File: src/rtl/optx_pkg.sv
package optx_pkg;

    typedef enum logic [1:0] {
        SRC_UART  = 2'd0,
        SRC_GPO   = 2'd1,
        SRC_REAL  = 2'd2,
        SRC_REACT = 2'd3
    } optx_src_e;

    typedef struct packed {
        logic pin;
    } optx_out_s;

endpackage

File: src/rtl/optx_carrier_gen.sv
module optx_carrier_gen #(
    parameter int CARRIER_DIV = 5264,
    localparam int CW = $clog2(CARRIER_DIV)
) (
    input  logic          clk,
    input  logic          rst_n,
    input  logic [1:0]    duty_sel,
    output logic          carrier,
    output logic [CW-1:0] phase
);
    localparam int EIGHTH = CARRIER_DIV / 8;
    localparam logic [CW-1:0] LAST = CW'(CARRIER_DIV - 1);

    typedef struct packed {
        logic [CW-1:0] cnt;
    } car_state_s;

    car_state_s st_d, st_q;
    logic [CW:0] high_len;

    always_comb begin
        st_d = st_q;
        if (st_q.cnt == LAST) st_d.cnt = '0;
        else                  st_d.cnt = st_q.cnt + CW'(1);
    end

    always_ff @(posedge clk or negedge rst_n) begin
        if (!rst_n) st_q <= '0;
        else        st_q <= st_d;
    end

    // high length in eighths of the period, derived from the divider count
    always_comb begin
        unique case (duty_sel)
            2'd0:    high_len = (CW+1)'(4 * EIGHTH);
            2'd1:    high_len = (CW+1)'(3 * EIGHTH);
            2'd2:    high_len = (CW+1)'(2 * EIGHTH);
            default: high_len = (CW+1)'(EIGHTH);
        endcase
    end

    assign carrier = ({1'b0, st_q.cnt} < high_len);
    assign phase   = st_q.cnt;

endmodule

File: src/rtl/optx_src_mux.sv
module optx_src_mux
    import optx_pkg::*;
(
    input  logic [1:0] src_sel,
    input  logic       uart_tx,
    input  logic       gpo_bit,
    input  logic       real_pulse,
    input  logic       reactive_pulse,
    input  logic       mod_en,
    input  logic       carrier,
    output logic       raw
);
    logic uart_level;

    // modulated: space keys the carrier, mark stays low
    assign uart_level = mod_en ? (~uart_tx & carrier) : uart_tx;

    always_comb begin
        unique case (optx_src_e'(src_sel))
            SRC_UART:  raw = uart_level;
            SRC_GPO:   raw = gpo_bit;
            SRC_REAL:  raw = real_pulse;
            default:   raw = reactive_pulse;
        endcase
    end

endmodule

File: src/rtl/optx_out_stage.sv
module optx_out_stage
    import optx_pkg::*;
(
    input  logic clk,
    input  logic rst_n,
    input  logic raw,
    input  logic invert,
    output logic pin
);
    optx_out_s out_d, out_q;

    always_comb begin
        out_d     = out_q;
        out_d.pin = raw ^ invert;
    end

    always_ff @(posedge clk or negedge rst_n) begin
        if (!rst_n) out_q <= '0;
        else        out_q <= out_d;
    end

    assign pin = out_q.pin;

endmodule

File: src/rtl/optx_modulator.sv
module optx_modulator #(
    parameter int CARRIER_DIV = 5264,
    localparam int CW = $clog2(CARRIER_DIV)
) (
    input  logic       clk,
    input  logic       rst_n,
    input  logic       uart_tx,
    input  logic       gpo_bit,
    input  logic       real_pulse,
    input  logic       reactive_pulse,
    input  logic [1:0] src_sel,
    input  logic       mod_en,
    input  logic [1:0] duty_sel,
    input  logic       invert,
    output logic       opt_tx
);
    logic          carrier;
    logic [CW-1:0] car_phase;
    logic          raw;

    optx_carrier_gen #(.CARRIER_DIV(CARRIER_DIV)) u_car (
        .clk      (clk),
        .rst_n    (rst_n),
        .duty_sel (duty_sel),
        .carrier  (carrier),
        .phase    (car_phase)
    );

    optx_src_mux u_mux (
        .src_sel        (src_sel),
        .uart_tx        (uart_tx),
        .gpo_bit        (gpo_bit),
        .real_pulse     (real_pulse),
        .reactive_pulse (reactive_pulse),
        .mod_en         (mod_en),
        .carrier        (carrier),
        .raw            (raw)
    );

    optx_out_stage u_out (
        .clk    (clk),
        .rst_n  (rst_n),
        .raw    (raw),
        .invert (invert),
        .pin    (opt_tx)
    );

endmodule

File: config.mk
export PLATFORM = sky130hd
export DESIGN_NAME = optx_modulator
export DESIGN_NICKNAME = d
export VERILOG_FILES = /design/src/rtl/optx_pkg.sv /design/src/rtl/optx_carrier_gen.sv /design/src/rtl/optx_src_mux.sv /design/src/rtl/optx_out_stage.sv /design/src/rtl/optx_modulator.sv
export SDC_FILE = /design/constraint.sdc
export NUM_CORES = 1
export LEC_CHECK = 0
export CAP_MARGIN = 20
export CORE_MARGIN = 5
export CORE_UTILIZATION = 40
export CTS_CLUSTER_SIZE = 8
export DETAILED_ROUTE_END_ITERATION = 10
export GPL_ROUTABILITY_DRIVEN = 0
export HOLD_SLACK_MARGIN = 0.1
export PLACE_DENSITY = 0.65
export REMOVE_ABC_BUFFERS = 1
export SYNTH_ARGS = -nofsm -noshare
export SYNTH_HDL_FRONTEND = slang
export SYNTH_SLANG_ARGS = --single-unit
export TNS_END_PERCENT = 100
File: constraint.sdc
create_clock -name clk -period 3.9 [get_ports clk]
set_input_delay 0.585 -clock clk [delete_from_list [all_inputs] [get_ports clk]]
set_output_delay 0.585 -clock clk [all_outputs]
set_load 0.01 [all_outputs]
# Yosys cells after proc, flatten, opt, wreduce, memory -nomap -nowiden
# Cells that the tools add are included.
# op_classes
n_lt_le_gt_ge,1
n_mux,4
n_bitwise,3
n_reduce_logical,2
addsub,1
n_eq_ne,5
# op_table
operator,count
one-hot mux 12 bit (3 select lines),1
adder 13 x 1 -> 13 bit (second input constant),1
== test 13 bit (second input constant),1
< comparator 13 x 12 -> 1 bit,1
two-way mux 13 bit,1
== test 2 x 1 -> 1 bit (second input constant),2
== test 2 bit (second input constant),2
logical NOT 2 bit,2
one-hot mux 1 bit (3 select lines),1
bitwise AND 1 bit,1
two-way mux 1 bit,1
NOT 1 bit,1
XOR 1 bit,1
# totals
regBits,14
out_inout_bits,1
in_bits,12
elab_cells,18

# Depth between registers and ports, before layout
# Gate-level depths: netlist (run 1).
# depth
depth_word,7
mapped_depth,9

# Modules after synthesis
# A second synthesis (run 1) with hierarchy kept.
# hier_totals
cells_unflattened,96
area_unflattened_um2,983.4
# modules_own_cells
module,area_per_inst_um2,cells_per_inst,instances
optx_carrier_gen,910.9,90,1
optx_src_mux,38.8,4,1
optx_out_stage,33.8,2,1

# Worst setup path after synthesis (run 1)
# No wires, ideal clock.
# synth_timing
path_kind,input-to-reg
startpoint,input port duty_sel[0]
endpoint,"register u_out.out_q, in the netlist u_out.pin"
path_buffers,0
t_arrival_ps,1963
stages,9
setup_time_ps,135
path_slack_ps,1802
required_ps,3765
cell_sequence,inv_1 ha_1 inv_1 ha_1 and4b_1 nor3b_2 and4b_1 a21oi_1 o311ai_1
# synth_between
elab_chain_cells,7
elab_cells_between_ends,9
cone_classes,order compare (1); eq/ne (2); mux (3); bitwise (2); reduce/logical (1)
# synth_rtl
element,line_no,source
"start, declared",optx_modulator.sv:13,"input logic [1:0] duty_sel,"
"== test 2 bit, or another cell as far along",optx_carrier_gen.sv:34,unique case (duty_sel)
one-hot mux 12 bit (3 select lines) (*),optx_carrier_gen.sv:34,
< comparator 13 x 12 -> 1 bit (*),optx_carrier_gen.sv:42,"assign carrier = ({1'b0, st_q.cnt} < high_len);"
bitwise AND 1 bit (*),optx_src_mux.sv:16,assign uart_level = mod_en ? (~uart_tx & carrier) : uart_tx;
two-way mux 1 bit (*),optx_src_mux.sv:16,
one-hot mux 1 bit (3 select lines) (*),optx_src_mux.sv:19,unique case (optx_src_e'(src_sel))
XOR 1 bit (*),optx_out_stage.sv:14,out_d.pin = raw ^ invert;
via u_out.out_d,optx_out_stage.sv:10,"optx_out_s out_d, out_q;"
"end signal, assigned",optx_out_stage.sv:19,else out_q <= out_d;
"end, declared",optx_out_stage.sv:10,
# Mark *: on every way through the listed nets, which the timed path passes. The rest lies on a longest branch.

# Worst setup path after layout (run 1)
# Ends and elaborated chain as after synthesis.

==> summary.txt, run 1 <==
Clock tree
  • H-tree Lvls: 1
  • Hold buffers post-CTS: 0
  • Clock Sinks: 14
  • TritonCTS clock tree: yes
  • Clock Tree Buf Depth: 2
  • Worst-Skew Late Latency: 0.28 ns
  • Num CTS Buffers: 3
  • Clock root buffer: clkbuf_4
  • CTS clk-pin slew, worst paths: 0.08 ns
  • # resized after CTS: 0
  • Setup Buffers After CTS: 0

Logic synthesis
  • Yosys warns: 0
  • Synth Register Bits: 14
  • Mapped Cells: 95
  • Cell taking the most area after synthesis: dfrtp_1
  • Register area share after synthesis: 37.3%
  • Cell Area, Synth: 938 um^2
  • Top post-synthesis cells by area: dfrtp_1 (37%), ha_1 (17%), xor2_1 (6.5%)
  • Synth unique cells: 26
  • Area share of the largest cell type after synthesis: 37.3%
  • Syn avg cell area: 9.88 um^2

Route
  • DRC: 0
  • Via count: 739
  • Wire per inst: 14.0 um
  • Routed WL: 1.92 mm
  • Vias per std cell: 5.39
  • Post-route ant nets: 0
  • Drt first-iter violations: 10
  • TritonRoute pass-1 iters: 4

Critical path
  • Arrival time worst endpoint: 2.58 ns
  • Crit Reg-Reg Startpoint: u_car.phase[8]$_DFF_PN0_
  • FF-to-FF End: u_out.pin$_DFF_PN0_
  • Endpoint type of the worst setup path: register
  • CP Launch Type: input pin
  • Data required time of the worst path: 4.06 ns
  • Crit Path Class: in -> reg
  • Flop2flop setup slack: 2.25 ns
  • Crit-path max FO: 4
  • Reg2Reg Depth: 6

Die
  • Die W: 58.4 um
  • Die ar.: 3410 um^2
  • Ports: 13
  • Die Y-Extent: 58.4 um
  • Core area: 2230 um^2
  • Starting Density: 42.0%
  • Std-Cell Rows: 17

Flow run
  • Max-cap violation count: 0

Placement
  • IO Port Bufs: 12
  • Post-DP HPWL: 1.58 mm

Layout
  • Share of cells above drive strength 1: 5.50%
  • Filler cells: 215
  • Layout area overhead: 18.4%
  • Commonest non-fill, non-tap cell in the layout: dfrtp_1
  • # nets final: 136
  • Antenna diodes: 0
  • Highest-count cells in the layout ignoring fill and taps: dfrtp_1 (14), ha_1 (13), nor2_1 (12), clkdlybuf4s50_1 (12), xor2_1 (7)

STA
  • Fin Hold WS: 0.456 ns
  • Fin crit period: 2.42 ns
  • Max_slew headroom: 56.0%
  • RSZ-0062 raised after global routing: false
  • F_max: 413 MHz
  • Skew final: 0.00364 ns
  • Final setup fails: 0
  • Worst-margin pin slew: 0.658 ns
  • Hold Vio Cnt, Final: 0
  • Max-slew violations: 0
  • Fin crit share: 62.1%
  • Total negative slack: 0 ns

Worst hold path
  • Worst Hold Endpoint: u_car.phase[0]$_DFF_PN0_
  • Hold path cells: 1
  • Worst min path class: reg -> reg
  • Hold path startpoint: u_car.phase[0]$_DFF_PN0_

Global route
  • GRT Resource Usage Total: 12.9%
  • Number of global-route vias before repair: 750
  • First-pass GRT wire length: 3.34 mm
  • Largest net degree at the start of global routing: 15
  • Total gr overflow: 0
  • Initial antenna violation count: 0

Outcome
  • Status: finished clean

Power
  • PD cells: 241 nW/um^2
  • Max VDD drop: 0.184 mV
  • Leakage: 0.512 nW
cell type report:
cell class              count  area (um^2)  share of cell area, %
flip-flops and latches     14          350                   31.5
multi-input cells          74          561                   50.5
inverters                   6         22.5                   2.03
clock buffers               3         22.5                   2.03
well taps                  28         35.0                   3.15
repair buffers             12          120                   10.8
metal layers:
metal	vias to the layer above	wire (um)	global-route usage, %
met2	13	911	20.1
met3	6	82	2.85
met1	351	879	16.6
li1	369	-	-
met5	-	0	0
met4	0	42	6.95
report_power, final:
part	internal (mW)	switching, mW
registers	0.146	0.000467
logic	0.0217	0.0183
clock network	0.0359	0.0456
synthesized netlist by cell type, drive strengths merged:
cell and number:
a21o 1, a21oi 4, a221oi 1, and3 1, and4b 3, buf 1
dfrtp 14, ha 13, inv 6, mux4 1, nand2 6, nand3 3
nand3b 1, nand4 4, nor2 12, nor2b 2, nor3 2, nor3b 2
nor4 3, o21ai 3, o311ai 1, xnor2 4, xor2 7
worst max path at each step:
stage                startpoint                  end  slack [ns]  depth (start not counted)
floorplan           duty_sel[0]  u_out.pin$_DFF_PN0_        1.80                          9
global placement    duty_sel[0]  u_out.pin$_DFF_PN0_        1.23                         10
detailed placement  duty_sel[0]  u_out.pin$_DFF_PN0_        1.19                         10
CTS                 duty_sel[0]  u_out.pin$_DFF_PN0_        1.48                         10
global route        duty_sel[0]  u_out.pin$_DFF_PN0_        1.32                         10
finish              duty_sel[0]  u_out.pin$_DFF_PN0_        1.48                         10
worst max-delay path, cell delays in order:
cell and delay [ns]:
clkdlybuf4s50_1 0.47, inv_1 0.09, ha_1 0.29, inv_1 0.12, ha_1 0.26, and4b_1 0.21, nor3b_2 0.16, and4b_1 0.18
a21oi_1 0.11, o311ai_1 0.10
per-stage QoR:
stage	area, um^2	util (%)	setup WS, ns	power (mW)	std cells
after global placement	1090	48.7	1.23	0.188	134
after detailed placement	1090	48.7	1.19	0.190	134
after global routing	1110	49.7	1.32	0.282	137
final	1110	49.7	1.48	0.268	137
after floorplan	933	-	1.80	0.167	94
after CTS	1110	49.7	1.48	0.272	137
cells by family after synthesis:
kind of cell / share of synthesized area, %
flops: 37.3
xor+xnor: 10.3
fa+ha+maj: 17.3
buf+inv: 2.93
simple gates: 23.3
mux: 2.40
compound gates: 6.40
registers in the layout, indices dropped and copies added (netlist names):
| register | count |
|---|---|
| u_out.pin | 1 |
| u_car.phase | 13 |
Power figures use the tool's default switching activity.
==> inputs of run 2 (changes only) <==
==> constraint.sdc (replaced) <==
create_clock -name clk -period 2.5 [get_ports clk]
set_input_delay 0.375 -clock clk [delete_from_list [all_inputs] [get_ports clk]]
set_output_delay 0.375 -clock clk [all_outputs]
set_load 0.01 [all_outputs]
==> run 2 against run 1 <==
Cell area rose by 1.9%; final cell count up 1.5%; clock skew up 0.0043 ns; non-clock buffer count up 1; sequential power is 56% higher; worst setup slack got worse by 1.2 ns; utilization rose by 0.95 points; first-iteration DRC count rose by 110%; sequential share of layout area shrank 0.59 points; clock power is 95% higher; total power increased by 68%.
==> summary.txt, run 2 (same netlist as run 1, synthesis figures left out) <==
Layout
  • Number of flip-flops under the largest register name: 13 (unchanged)
  • Antenna diodes: 0 (unchanged)
  • Share of cells above drive strength 1: 7.21% (was 5.50%)
  • # nets final: 137 (was 136)
  • Layout area overhead: 20.7% (was 18.4%)
  • Highest-count cells in the layout ignoring fill and taps: dfrtp_1 (14), ha_1 (13), nor2_1 (12), clkdlybuf4s50_1 (12), xor2_1 (7) (unchanged)
  • Commonest non-fill, non-tap cell in the layout: dfrtp_1 (unchanged)

Die
  • Starting Density: 42.0% (unchanged)
  • Die W: 58.4 um (unchanged)
  • Std-Cell Rows: 17 (unchanged)
  • Die ar.: 3410 um^2 (unchanged)
  • Ports: 13 (unchanged)
  • Die Y-Extent: 58.4 um (unchanged)
  • Core area: 2230 um^2 (unchanged)

STA
  • Worst-margin pin slew: 0.613 ns (was 0.658 ns)
  • Fin crit share: 87.7%
  • RSZ-0062 raised after global routing: false (unchanged)
  • Fin crit period: 2.19 ns
  • Max_slew headroom: 59.0% (was 56.0%)
  • F_max: 456 MHz
  • Hold Vio Cnt, Final: 0 (unchanged)
  • Final setup fails: 0 (unchanged)
  • Skew final: 0.00792 ns (was 0.00364 ns)
  • Fin Hold WS: 0.470 ns (was 0.456 ns)
  • Total negative slack: 0 ns (unchanged)
  • Max-slew violations: 0 (unchanged)

Worst hold path
  • Worst min path class: in -> async (was reg -> reg)

Clock tree
  • Clock root buffer: clkbuf_4 (unchanged)
  • # resized after CTS: 0 (unchanged)
  • Hold buffers post-CTS: 0 (unchanged)
  • Worst-Skew Late Latency: 0.28 ns (about the same)
  • Num CTS Buffers: 3 (unchanged)
  • Setup Buffers After CTS: 0 (unchanged)
  • H-tree Lvls: 1 (unchanged)
  • CTS clk-pin slew, worst paths: 0.08 ns (about the same)
  • TritonCTS clock tree: yes (unchanged)
  • Clock Tree Buf Depth: 2 (unchanged)
  • Clock Sinks: 14 (unchanged)

Critical path
  • CP delay by family, top: buffers and inverters (unchanged)
  • FF-to-FF End: u_out.pin$_DFF_PN0_ (unchanged)
  • CP Launch Type: input pin (unchanged)
  • Flop2flop setup slack: 0.80 ns (was 2.25 ns)
  • Crit path depth: 10 (unchanged)
  • Crit Path Class: in -> reg (unchanged)
  • Crit Reg-Reg Startpoint: u_car.phase[8]$_DFF_PN0_ (unchanged)
  • Endpoint type of the worst setup path: register (unchanged)
  • Slowest cell on crit path: clkdlybuf4s50_1 (unchanged)
  • Crit path cell chain: clkdlybuf4s50_1 > inv_1 > ha_1 > inv_1 > ha_1 > and4b_1 > nor3b_2 > and4b_1 > a21oi_1 > o311ai_1 (unchanged)
  • Arrival time worst endpoint: 2.34 ns (was 2.58 ns)
  • Crit-path max FO: 4 (unchanged)
  • Data required time of the worst path: 2.64 ns (was 4.06 ns)
  • Reg2Reg Depth: 6 (unchanged)
  • Worst Path Buf+Inv: 3 (unchanged)
  • Worst path max stage delay: 0.47 ns (about the same)

Route
  • Post-route ant nets: 0 (unchanged)
  • Routed WL: 1.77 mm (was 1.92 mm)
  • Wire per inst: 12.7 um (was 14.0 um)
  • Drt first-iter violations: 21 (was 10)
  • Via count: 735 (was 739)
  • Vias per std cell: 5.29 (was 5.39)
  • DRC: 0 (unchanged)
  • TritonRoute pass-1 iters: 4 (unchanged)

Flow run
  • Max-cap violation count: 0 (unchanged)

Global route
  • Number of global-route vias before repair: 707 (was 750)
  • Initial antenna violation count: 0 (unchanged)
  • Largest net degree at the start of global routing: 15 (unchanged)
  • GRT Resource Usage Total: 11.6% (was 12.9%)
  • First-pass GRT wire length: 3.08 mm (was 3.34 mm)
  • Total gr overflow: 0 (unchanged)

Outcome
  • Status: finished clean (unchanged)

Power
  • Leakage: 0.524 nW (was 0.512 nW)
  • Max VDD drop: 0.359 mV (was 0.184 mV)
  • PD cells: 397 nW/um^2 (was 241 nW/um^2)

Placement
  • IO Port Bufs: 12 (unchanged)
  • Post-DP HPWL: 1.46 mm (was 1.58 mm)
==> run 2: cell count changes in the layout (fill, tap and decap cells not counted), sizes merged <==
cell,previous run,this run
clkbuf,3,4
buf,0,1
==> run 2: worst max-delay path by stage <==
stage / start / end / slack [ns]
final: duty_sel[0] / u_out.pin$_DFF_PN0_ / 0.31
after global routing: duty_sel[1] / u_out.pin$_DFF_PN0_ / 0.20
after CTS: duty_sel[0] / u_out.pin$_DFF_PN0_ / 0.31
after detailed placement: duty_sel[0] / u_out.pin$_DFF_PN0_ / 0.05
after global placement: duty_sel[0] / u_out.pin$_DFF_PN0_ / 0.08
after floorplan: duty_sel[0] / u_out.pin$_DFF_PN0_ / 0.61
==> run 2: per-layer routing <==
layer | GRT usage [%] | vias up | wire [um]
met2 | 17.7 | 17 | 816
met3 | 1.32 | 5 | 74
met1 | 16.1 | 338 | 835
met4 | 5.96 | 0 | 43
li1 | - | 375 | -
met5 | 0 | - | 0
==> run 2: metrics by stage <==
| stage | cell area [um^2] | utilization, % | cells | setup slack (ns) | power [mW] |
|---|---|---|---|---|---|
| CTS | 1130 | 50.7 | 139 | 0.310 | 0.456 |
| floorplan | 933 | - | 94 | 0.612 | 0.261 |
| finish | 1130 | 50.7 | 139 | 0.308 | 0.450 |
| global placement | 1100 | 49.1 | 135 | 0.0821 | 0.295 |
| global route | 1130 | 50.7 | 139 | 0.196 | 0.470 |
| detailed placement | 1100 | 49.1 | 135 | 0.0518 | 0.295 |
==> run 2: worst register-to-register path: stages (launching register included) <==
cell      delay [ns]
dfrtp_1         0.45
ha_1            0.36
a21oi_1         0.15
o21ai_0         0.10
a221oi_1        0.33
nand2_1         0.09
o311ai_1        0.11
==> run 2: final cells by class <==
| type | instances | area [um^2] |
|---|---|---|
| Inverter | 6 | 22.5 |
| Multi-Input combinational cell | 74 | 561 |
| Sequential cell | 14 | 350 |
| Tap cell | 28 | 35.0 |
| Fill cell | 218 | 1100 |
| Timing Repair Buffer | 13 | 128 |
| Clock buffer | 4 | 36.3 |
==> run 2: report_power, final <==
part	switching, mW	internal (mW)
combinational	0.0273	0.0344
clock	0.0706	0.0887
sequential	0.000494	0.228
==> inputs of run 3 (changes only) <==
--- a/config.mk
+++ b/config.mk
@@ -6,13 +6,14 @@
 export NUM_CORES = 1
 export LEC_CHECK = 0
 export CAP_MARGIN = 20
+export CORE_ASPECT_RATIO = 1.1
 export CORE_MARGIN = 5
 export CORE_UTILIZATION = 40
 export CTS_CLUSTER_SIZE = 8
 export DETAILED_ROUTE_END_ITERATION = 10
 export GPL_ROUTABILITY_DRIVEN = 0
 export HOLD_SLACK_MARGIN = 0.1
-export PLACE_DENSITY = 0.65
+export PLACE_DENSITY = 0.68
 export REMOVE_ABC_BUFFERS = 1
 export SYNTH_ARGS = -nofsm -noshare
 export SYNTH_HDL_FRONTEND = slang
==> constraint.sdc (replaced) <==
create_clock -name clk -period 1.96 [get_ports clk]
set_input_delay 0.294 -clock clk [delete_from_list [all_inputs] [get_ports clk]]
set_output_delay 0.294 -clock clk [all_outputs]
set_load 0.01 [all_outputs]
==> run 3 against run 2 <==
First-iteration DRC count shrank 14%; cell area increased by 5.3%; largest power group unchanged; sequential share of layout area fell by 1.6 points; highest routed layer unchanged; clock skew down 0.0025 ns; utilization increased by 2.2 points; die area is essentially flat; via count up 5.9%; hold slack lost 0.081 ns; total power increased by 33%; largest cell class unchanged; critical path depth rose by 1; register-to-register slack got worse by 0.55 ns; critical endpoint unchanged.
==> summary.txt, run 3 (same netlist as run 1, synthesis figures left out) <==
Outcome
  • Status: finished clean (unchanged)

Power
  • Sequential power share: 48.8% (was 50.9%)
  • Max VDD drop: 0.432 mV (was 0.359 mV)
  • Clk network pwr share: 34.9% (was 35.4%)
  • Leakage: 0.558 nW (was 0.524 nW)
  • Switching share of total power: 23.4% (was 21.9%)
  • PD cells: 501 nW/um^2 (was 397 nW/um^2)
  • Combinational share of power: 16.3% (was 13.7%)
  • Final Power: 0.597 mW (was 0.450 mW)
  • Psw: 0.140 mW (was 0.0984 mW)
  • Cell Int Power: 0.458 mW (was 0.351 mW)

Layout
  • Share of cells above drive strength 1: 16.5% (was 7.21%)
  • Number of flip-flops under the largest register name: 13 (unchanged)
  • Final Util: 52.9% (was 50.7%)
  • Filler cells: 213 (was 218)
  • Antenna diodes: 0 (unchanged)
  • Finished Cell Area: 1190 um^2 (was 1130 um^2)
  • Commonest non-fill, non-tap cell in the layout: dfrtp_1 (unchanged)
  • Layout area overhead: 27.1% (was 20.7%)
  • Highest-count cells in the layout ignoring fill and taps: dfrtp_1 (14), ha_1 (13), nor2_1 (12) (was dfrtp_1 (14), ha_1 (13), nor2_1 (12), clkdlybuf4s50_1 (12), xor2_1 (7))
  • # nets final: 141 (was 137)

Placement
  • IO Port Bufs: 12 (unchanged)
  • Placed cell areas: 1120 um^2 (was 1100 um^2)
  • Post-DP HPWL: 1.66 mm (was 1.46 mm)

Critical path
  • Endpoint type of the worst setup path: register (unchanged)
  • Worst Path Buf+Inv: 4 (was 3)
  • Crit-path max FO: 4 (unchanged)
  • Crit Path Class: in -> reg (unchanged)
  • Data required time of the worst path: 2.12 ns (was 2.64 ns)
  • Slowest cell on crit path: ha_1 (was clkdlybuf4s50_1)
  • Crit path cell chain: dlygate4sd2_1 > inv_1 > ha_1 > inv_2 > buf_4 > ha_1 > o21ai_2 > o21ai_2 > and4b_1 > a21oi_2 > o311ai_2 (was clkdlybuf4s50_1 > inv_1 > ha_1 > inv_1 > ha_1 > and4b_1 > nor3b_2 > and4b_1 > a21oi_1 > o311ai_1)
  • CP delay by family, top: adder cells (was buffers and inverters)
  • Arrival time worst endpoint: 1.99 ns (was 2.34 ns)
  • CP Launch Type: input pin (unchanged)
  • Worst path max stage delay: 0.28 ns (was 0.47 ns)

Clock tree
  • Clock Sinks: 14 (unchanged)
  • H-tree Lvls: 1 (unchanged)
  • TritonCTS clock tree: yes (unchanged)
  • Num CTS Buffers: 3 (unchanged)
  • CTS clk-pin slew, worst paths: 0.08 ns (about the same)
  • Clock root buffer: clkbuf_4 (unchanged)
  • Clock Tree Buf Depth: 2 (unchanged)
  • Worst-Skew Late Latency: 0.29 ns (was 0.28 ns)

STA
  • Fin Hold WS: 0.389 ns (was 0.470 ns)
  • Max_slew headroom: 58.1% (was 59.0%)
  • Fin crit share: 93.6%
  • Skew final: 0.00540 ns (was 0.00792 ns)
  • Fin crit period: 1.83 ns
  • F_max: 545 MHz
  • Max-slew violations: 0 (unchanged)
  • RSZ-0062 raised after global routing: false (unchanged)
  • Final setup fails: 0 (unchanged)
  • Hold Vio Cnt, Final: 0 (unchanged)
  • Total negative slack: 0 ns (unchanged)
  • Worst-margin pin slew: 0.627 ns (was 0.613 ns)

Route
  • TritonRoute pass-1 iters: 4 (unchanged)
  • DRC: 0 (unchanged)
  • Vias per std cell: 5.37 (was 5.29)
  • Post-route ant nets: 0 (unchanged)
  • Routed WL: 2.13 mm (was 1.77 mm)
  • Wire per inst: 14.7 um (was 12.7 um)
  • Via count: 778 (was 735)
  • Drt first-iter violations: 18 (was 21)

Global route
  • Largest net degree at the start of global routing: 15 (unchanged)
  • First-pass GRT wire length: 3.67 mm (was 3.08 mm)
  • GRT Resource Usage Total: 14.1% (was 11.6%)
  • Initial antenna violation count: 0 (unchanged)
  • Number of global-route vias before repair: 806 (was 707)
  • Total gr overflow: 0 (unchanged)

Die
  • Starting Density: 41.7% (was 42.0%)
  • Ports: 13 (unchanged)
  • Die ar.: 3420 um^2 (was 3410 um^2)
  • Die W: 56.2 um (was 58.4 um)
  • Die Y-Extent: 60.8 um (was 58.4 um)
  • Std-Cell Rows: 18 (was 17)
  • Core area: 2250 um^2 (was 2230 um^2)

Flow run
  • Max-cap violation count: 0 (unchanged)

Worst hold path
  • Worst min path class: in -> async (unchanged)
==> run 3: cell types whose count changed in the layout (fill, tap and decap cells not counted), moves of 2 or more <==
| cell | delta |
|---|---|
| buf_4 | +4 |
| clkdlybuf4s50_1 | -2 |
| dlygate4sd2_1 | +2 |
| o21ai_2 | +2 |
==> run 3: area by class of cell <==
cell class	count	area [um^2]	share of cell area (%)
Tap cell	30	37.5	3.15
Inverter	6	22.5	1.89
Clock buffer	4	36.3	3.04
Sequential cell	14	350	29.4
Timing Repair Buffer	17	155	13.0
Multi-Input combinational cell	74	591	49.5
==> run 3: per-stage QoR <==
step                instances  setup slack (ns)
floorplan                  94             0.153
global placement          140            -0.372
detailed placement        140            -0.505
CTS                       145            0.0959
global route              145            0.0116
finish                    145             0.126
==> run 3: power by group through the flow <==
stage / Sequential [mW] / Combinational (mW) / Clock, mW
after detailed placement: 0.298 / 0.0890 / 0
after global routing: 0.292 / 0.109 / 0.230
after global placement: 0.298 / 0.0840 / 0
after CTS: 0.292 / 0.0919 / 0.210
after floorplan: 0.299 / 0.0342 / 0
final: 0.292 / 0.0973 / 0.208
==> run 3: what timing repair did <==
item | 4_1_cts | 5_1_grt
cloned | 0 | 0
setup buffers | 1 | 0
resized for setup | 5 | 5
hold buffers | 0 | 0
pin swaps | 6 | 2
endpoints found under the setup margin | 1 | 1
==> run 3: worst paths after layout <==
path	startpoint	end	slack [ns]	cells after the start
hold / removal	rst_n	u_car.phase[1]$_DFF_PN0_	0.39	1
setup / recovery	duty_sel[0]	u_out.pin$_DFF_PN0_	0.13	11
hold reg to reg	u_car.phase[0]$_DFF_PN0_	u_car.phase[0]$_DFF_PN0_	0.48	1
max in group asynchronous	rst_n	u_car.phase[8]$_DFF_PN0_	1.16	1
min in group clk	u_car.phase[0]$_DFF_PN0_	u_car.phase[0]$_DFF_PN0_	0.48	1
setup reg to reg	u_car.phase[8]$_DFF_PN0_	u_out.pin$_DFF_PN0_	0.25	6
==> run 3: layer usage <==
layer	vias to the layer above	track usage, %	share of wire [%]
li1	386	-	-
met5	-	0	0
met1	360	16.6	44
met4	0	9.49	2.7
met2	25	24.2	48
met3	7	2.13	5.2
==> run 3: worst register-to-register path, delay by kind of cell, from the launching register on <==
kind                       cells  cell delay [ns]
and+or+nand+nor                1             0.11
AOI/OAI and AO/OA              4             0.69
adders and majority gates      1             0.36
DFF                            1             0.46
